**config.mk**
```make
export PLATFORM = sky130hd
export DESIGN_NAME = event_timer_unit
export DESIGN_NICKNAME = d
export VERILOG_FILES = /design/src/rtl/evt_timer_pkg.sv /design/src/rtl/evt_timer_ctrl.sv /design/src/rtl/evt_timer_datapath.sv /design/src/rtl/event_timer_unit.sv
export SDC_FILE = /design/constraint.sdc
export NUM_CORES = 1
export LEC_CHECK = 0
export BUFFER_PORTS_ARGS = -buffer_cell sky130_fd_sc_hd__buf_2
export CORE_ASPECT_RATIO = 1.75
export CORE_MARGIN = 3
export CORE_UTILIZATION = 65
export CTS_CLUSTER_DIAMETER = 40
export CTS_CLUSTER_SIZE = 16
export DETAILED_ROUTE_END_ITERATION = 8
export PLACE_DENSITY = 0.93
export SYNTH_ARGS = -nofsm -noshare
export SYNTH_HDL_FRONTEND = slang
export SYNTH_HIERARCHICAL = 1
export SYNTH_SLANG_ARGS = --single-unit
```
**constraint.sdc**
```tcl
create_clock -name clk -period 4.9 [get_ports clk]
set_clock_uncertainty 0.2 [all_clocks]
set_input_delay 0.98 -clock clk [delete_from_list [all_inputs] [get_ports clk]]
set_output_delay 0.98 -clock clk [all_outputs]
set_load 0.05 [all_outputs]
```
**src/rtl/evt_timer_pkg.sv**
```systemverilog
package evt_timer_pkg;
  localparam int TIMER_COUNT   = 3;
  localparam int CNT_W         = 32;
  localparam int ADDR_W        = 3;
  localparam int IDX_W         = (TIMER_COUNT > 1) ? $clog2(TIMER_COUNT) : 1;
  localparam int WORD_CNT      = 0;
  localparam int WORD_CMP_BASE = 1;
  localparam int WORD_CTRL     = WORD_CMP_BASE + TIMER_COUNT;
  localparam int WORD_STAT     = WORD_CTRL + 1;

  typedef enum logic [2:0] {
    SEL_NONE,
    SEL_CNT,
    SEL_CMP,
    SEL_CTRL,
    SEL_STAT
  } readSel_e;

  typedef struct packed {
    logic                   cntWr;
    logic [TIMER_COUNT-1:0] cmpWr;
    logic                   ctrlWr;
    logic                   statWr;
    logic                   rdStb;
    readSel_e               rdSel;
    logic [IDX_W-1:0]       rdIdx;
  } regStrobe_t;
endpackage

```
**src/rtl/evt_timer_ctrl.sv**
```systemverilog
module evt_timer_ctrl
  import evt_timer_pkg::*;
(
  input  logic              wrEn,
  input  logic              rdEn,
  input  logic [ADDR_W-1:0] addr,
  output regStrobe_t        stb
);
  localparam logic [ADDR_W-1:0] A_CNT  = ADDR_W'(WORD_CNT);
  localparam logic [ADDR_W-1:0] A_CTRL = ADDR_W'(WORD_CTRL);
  localparam logic [ADDR_W-1:0] A_STAT = ADDR_W'(WORD_STAT);
  localparam logic [ADDR_W-1:0] A_CMP0 = ADDR_W'(WORD_CMP_BASE);

  logic [ADDR_W-1:0] cmpOffset;
  logic              inCmpRange;

  assign cmpOffset  = addr - A_CMP0;
  assign inCmpRange = (addr >= A_CMP0) && (cmpOffset < ADDR_W'(TIMER_COUNT));

  always_comb begin
    stb        = '0;
    stb.cntWr  = wrEn && (addr == A_CNT);
    stb.ctrlWr = wrEn && (addr == A_CTRL);
    stb.statWr = wrEn && (addr == A_STAT);
    for (int i = 0; i < TIMER_COUNT; i++) begin
      stb.cmpWr[i] = wrEn && inCmpRange && (cmpOffset == ADDR_W'(i));
    end
    stb.rdStb = rdEn;
    stb.rdIdx = IDX_W'(cmpOffset);
    if (addr == A_CNT)       stb.rdSel = SEL_CNT;
    else if (inCmpRange)     stb.rdSel = SEL_CMP;
    else if (addr == A_CTRL) stb.rdSel = SEL_CTRL;
    else if (addr == A_STAT) stb.rdSel = SEL_STAT;
    else                     stb.rdSel = SEL_NONE;
  end
endmodule

```
**src/rtl/evt_timer_datapath.sv**
```systemverilog
module evt_timer_datapath
  import evt_timer_pkg::*;
(
  input  logic                   clk,
  input  logic                   rst_n,
  input  regStrobe_t             stb,
  input  logic [CNT_W-1:0]       wrData,
  output logic [CNT_W-1:0]       rdData,
  output logic                   rdValid,
  output logic [CNT_W-1:0]       cntVal,
  output logic                   cntEn,
  output logic [TIMER_COUNT-1:0] statusBits,
  output logic [TIMER_COUNT-1:0] irq
);
  localparam int CTRL_W = TIMER_COUNT + 1;

  logic [CTRL_W-1:0]      ctrlQ;
  logic [CNT_W-1:0]       cntQ;
  logic [CNT_W-1:0]       cmpQ [TIMER_COUNT];
  logic [TIMER_COUNT-1:0] statQ;
  logic [TIMER_COUNT-1:0] matchHit;
  logic [TIMER_COUNT-1:0] irqEn;
  logic [CNT_W-1:0]       rdNext;

  assign cntEn = ctrlQ[0];
  assign irqEn = ctrlQ[CTRL_W-1:1];

  always_ff @(posedge clk) begin
    if (!rst_n)            ctrlQ <= '0;
    else if (stb.ctrlWr)   ctrlQ <= wrData[CTRL_W-1:0];
  end

  always_ff @(posedge clk) begin
    if (!rst_n)                  cntQ <= '0;
    else if (cntEn)              cntQ <= cntQ + CNT_W'(1);
    else if (stb.cntWr)          cntQ <= wrData;
  end

  for (genvar g = 0; g < TIMER_COUNT; g++) begin : g_chan
    always_ff @(posedge clk) begin
      if (!rst_n)             cmpQ[g] <= '0;
      else if (stb.cmpWr[g])  cmpQ[g] <= wrData;
    end

    assign matchHit[g] = cntEn && (cntQ == cmpQ[g]);

    always_ff @(posedge clk) begin
      if (!rst_n)                          statQ[g] <= 1'b0;
      else if (matchHit[g])                statQ[g] <= 1'b1;
      else if (stb.statWr && wrData[g])    statQ[g] <= 1'b0;
    end

    assign irq[g] = statQ[g] & irqEn[g];
  end

  always_comb begin
    rdNext = '0;
    unique case (stb.rdSel)
      SEL_CNT:  rdNext = cntQ;
      SEL_CMP:  if (int'(stb.rdIdx) < TIMER_COUNT) rdNext = cmpQ[stb.rdIdx];
      SEL_CTRL: rdNext = CNT_W'(ctrlQ);
      SEL_STAT: rdNext = CNT_W'(statQ);
      default:  rdNext = '0;
    endcase
  end

  always_ff @(posedge clk) begin
    if (!rst_n) begin
      rdData  <= '0;
      rdValid <= 1'b0;
    end else begin
      rdValid <= stb.rdStb;
      if (stb.rdStb) rdData <= rdNext;
    end
  end

  assign cntVal     = cntQ;
  assign statusBits = statQ;
endmodule

```
**src/rtl/event_timer_unit.sv**
```systemverilog
module event_timer_unit
  import evt_timer_pkg::*;
(
  input  logic                   clk,
  input  logic                   rst_n,
  input  logic                   wrEn,
  input  logic                   rdEn,
  input  logic [ADDR_W-1:0]      addr,
  input  logic [CNT_W-1:0]       wrData,
  output logic [CNT_W-1:0]       rdData,
  output logic                   rdValid,
  output logic [TIMER_COUNT-1:0] irq
);
  regStrobe_t             stb;
  logic [CNT_W-1:0]       cntVal;
  logic                   cntEn;
  logic [TIMER_COUNT-1:0] statusBits;

  evt_timer_ctrl ctrl_i (
    .wrEn (wrEn),
    .rdEn (rdEn),
    .addr (addr),
    .stb  (stb)
  );

  evt_timer_datapath dp_i (
    .clk        (clk),
    .rst_n      (rst_n),
    .stb        (stb),
    .wrData     (wrData),
    .rdData     (rdData),
    .rdValid    (rdValid),
    .cntVal     (cntVal),
    .cntEn      (cntEn),
    .statusBits (statusBits),
    .irq        (irq)
  );
endmodule

```
; ---- Yosys cells after proc, flatten, opt, wreduce, memory -nomap -nowiden
; Memory sizes are Yosys's and may differ from the RTL's.
; Index checks and enable logic that the tools add are counted.
[word_totals]
register_bits = 72
mem_bits_rw = 96
input_bits = 39
word_cells = 77
mem_count = 1
[op_classes]
add_sub_neg = 2
magnitude_cmp = 3
n_eq_ne = 11
muxes = 27
bitwise = 6
reduce_logical = 20
[memory_table]
columns = name, depth, word_bits, rd, rd_clocked_by_memory_dff, write_ports, line
row1 = dp_i.cmpQ, 3, 32, 4, 0, 3, evt_timer_datapath.sv:19  ; logic [CNT_W-1:0] cmpQ [TIMER_COUNT];
[ops]
columns = operator, count
row1 = two-way mux 32 bit, 6
row2 = one-hot mux 32 bit (4 select lines), 1
row3 = == test 32 bit, 3
row4 = adder 32 x 1 -> 32 bit (second input constant), 1
row5 = two-way mux 1 bit, 16
row6 = logical AND 1 bit, 14
row7 = two-way mux 3 bit, 4
row8 = == test 3 x 2 -> 1 bit (second input constant), 3
row9 = == test 3 bit (second input constant), 3
row10 = nonzero test 2 bit, 4
row11 = == test 3 x 1 -> 1 bit (second input constant), 2
row12 = zero test 3 bit, 2
row13 = bitwise AND 1 bit, 3
row14 = >= comparator 3 x 1 -> 1 bit (second input constant), 1
row15 = less-than comparator 3 x 2 -> 1 bit (second input constant), 1
row16 = bitwise OR 1 bit, 3
row17 = subtractor 3 x 1 -> 3 bit (second input constant), 1
row18 = less-than comparator 2 bit (second input constant), 1

; ---- Longest topological paths before layout
[depth]
ltp_word = 9
ltp_mapped = 12
mapped_depth_nobuf = 10

; ---- Cells and area by module
; The synthesis kept the hierarchy.
[by_module_without_submodules]
columns = module, n_inst, cells_per_inst, area_per_inst_um2, seq_area_each_um2
row1 = evt_timer_datapath, 1, 935, 9295.2, 4324.1
row2 = evt_timer_ctrl, 1, 30, 225.2, 0.0

; ---- Worst setup path before layout
; OpenSTA, ideal clock, no wires.
[synth_path]
path_type = input -> register
startpoint = input port addr[0]
endpoint = memory dp_i.cmpQ[0][0], enable pin
setup_ns = 0.394
t_arrival_ns = 2.692
slack_ns = 1.614
path_stages = 6
n_path_buf = 0
path_cell_list = inv_1 -> ha_1 -> nor2_2 -> nor3_2 -> and3_1 -> nand2b_1
[synth_lines]
columns = element, line
row1 = from (decl), event_timer_unit.sv:8  ; input logic [ADDR_W-1:0] addr,
row2 = to (decl), evt_timer_datapath.sv:19

==> reports/metrics.yaml <==
register_area_mm2: 0.00432
hold-path-endpoint: "dp_i/rdData[1]"
antenna_left: 0
place_hpwl_um: 18800
rsz0062_at_grt: "no"
cts_buffers: 17
worst_pin_slew_ns: 0.854
die_width_um: 97.5
post_cts_buffers: 0
drive_gt1_share_pct: 14.2
synth.avg_cell_area_um2: 9.87
vias: 8147
yosysTopAreaCellShare_pct: 30.3
dieArea_mm2: 0.0162
status: "finished clean"
grt_usage_pct: 35.3
ys_seq_area_share_pct: 45.4
hold_buffers: 0
initial_core_util_pct: 67.4
die_height_um: 166
yosysWarnings: 6
synth_edf_count: 96
root_buffer: "clkbuf_16"
htreeDepth: 4
cp.required_ns: 5.07
fmax_mhz: 276
synth_top_area_cell: "edfxtp_1"
setup_viol: 0
areaGrowthSynthToFinish_pct: 7.93
drc: 0
place.gp.congestion: 1.02
ir_worst_vdd_uv: 201
end_kind: "flop"
startpoint: "addr[1]"
grt_pass1_vias: 7927
io_pins: 75
synthArstFlopShare_pct: 0
timing.rr.end: "dp_i/cntVal[24]"
synth_top_flop_cell: "edfxtp_1"
p_leak_nw: 4.20
antenna_found_initial: 0
clk_latency_ns: 0.43
nets: 1024
worstRegToRegCells: 5
post-route-min-period_ns: 3.62
tns_ns: 0
syn_inst: 965
path_class: "input port to flop"
rows: 57
cp.arrival_ns: 3.80
grt_max_degree: 106
reg2reg_slack_ns: 2.19
via_per_inst: 6.97
post_drt_wl_per_cell_um: 24.7
portBuffers: 74
synth_cell_types: 66
n_antenna_cell: 0
ys_top_cells_by_area: "edfxtp_1 30%, dfxtp_1 15%, and3_1 7.3%"
yosysMostFrequentCell: "and3_1"
synth_fp_nets: 1010
drtIter0Drc: 1163
cap_violations: 0
path_max_fanout: 27
clock-sinks: 168
slew_violations: 0
min_path_cells: 2
grt_pass1_wl_um: 44100
setup.worst_path.start_class: "input port"
period_share_pct: 73.9
synth_common_cells: "111 x and3_1, 96 x edfxtp_1, 72 x dfxtp_1"
rr_startpoint: "dp_i/cntVal[8]"
power_density_mw_per_mm2: 334
wl_um: 28900
multi_input_area_mm2: 0.00449
syn_area_mm2: 0.00952
hold_start: "dp_i/rdData[1]"
overflow: 0
fill_cells: 973
cts_tree: "built"
holdWs_ns: 0.287
core_area_mm2: 0.0141
clk_path_buf_depth: 2
first_pass_iters: 6
clkTransAtPathRegs_ns: 0.07
worstHoldPathType: "flop to flop"
hold_viol: 0
synth_seq_cells: 168
relSlewSlack_pct: 43.1
cts_resized: 0
==> power breakdown <==
part           internal [mW]  switching (mW)
clock                  0.766           0.591
combinational          0.142           0.294
sequential              1.56          0.0726
total                   2.47           0.957
==> layout make-up <==
class | instances | share of cell area [%]
multi-input combinational | 665 | 43.7
timing repair buffer | 91 | 4.99
inverter | 36 | 1.32
clock inverter | 14 | 1.44
clock buffer | 18 | 4.27
sequential | 168 | 42.1
tap | 177 | 2.16
==> flip-flops by register name (all words and copies together), names as in the netlist <==
name / flops
dp_i/cntVal: 32
dp_i/cmpQ: 96
dp_i/rdData: 32
dp_i/ctrlQ: 4
dp_i/statusBits: 3
dp_i/rdValid: 1
==> layer usage <==
layer	part of all wire, %	global-route usage, %	vias to the layer above
li1	-	-	3510
met1	32	39.9	3769
met2	49	58.4	688
met3	11	7.82	180
met4	8.4	24.8	0
met5	0	0	-
==> worst max-delay path, stage by stage <==
cell	delay (ns)
buf_2	0.14
inv_1	0.11
ha_1	0.29
nor3_1	0.09
nor3_1	0.15
o22a_1	0.41
nor3b_2	0.51
a21boi_2	0.25
buf_4	0.39
a22oi_1	0.16
o22ai_1	0.15
and2_1	0.15
==> through the flow <==
step | setup WS (ns) | util, % | std cells | total power, mW | instance area, µm²
final | 1.28 | 72.8 | 1169 | 3.43 | 10300
after global routing | 1.14 | 72.8 | 1169 | 3.52 | 10300
after CTS | 1.40 | 72.8 | 1169 | 3.41 | 10300
after detailed placement | 1.01 | 68.6 | 1137 | 2.08 | 9690
after global placement | 1.12 | 68.6 | 1137 | 2.06 | 9690
after floorplan | 1.61 | - | 965 | 1.93 | 9520
==> layout by cell type, fill, tap and decap left out, drive strengths merged, types with 36 or more instances in the layout <==
cell type  synthesis  routed
buf               41      91
o21ai             46      46
xor2              55      55
and3             111     111
dfxtp             72      72
nand2             61      61
xnor2             45      45
inv               35      38
mux2i             41      41
and2              36      36
nor2              36      36
edfxtp            96      96
==> logic make-up (layout without fill, tap and decap cells) <==
group                      after synthesis  after routing  share of synthesized area, %
AOI/OAI and AO/OA                      175            175                          12.1
xor gates and xnor gates               100            100                          9.20
adders and majority gates                6              6                         0.789
buffers and inverters                  132            159                          7.43
DFF                                    168            168                          45.4
muxes                                   44             44                          4.67
and+or+nand+nor                        340            340                          20.4
==> worst max path at each step <==
| stage | endpoint |
|---|---|
| floorplan | dp_i/cmpQ[0][0] |
| global placement | dp_i/rdData[14] |
| detailed placement | dp_i/rdData[14] |
| CTS | dp_i/rdData[14] |
| global route | dp_i/rdData[31] |
| finish | dp_i/rdData[14] |
No activity file was read; power rests on OpenSTA's default activity.
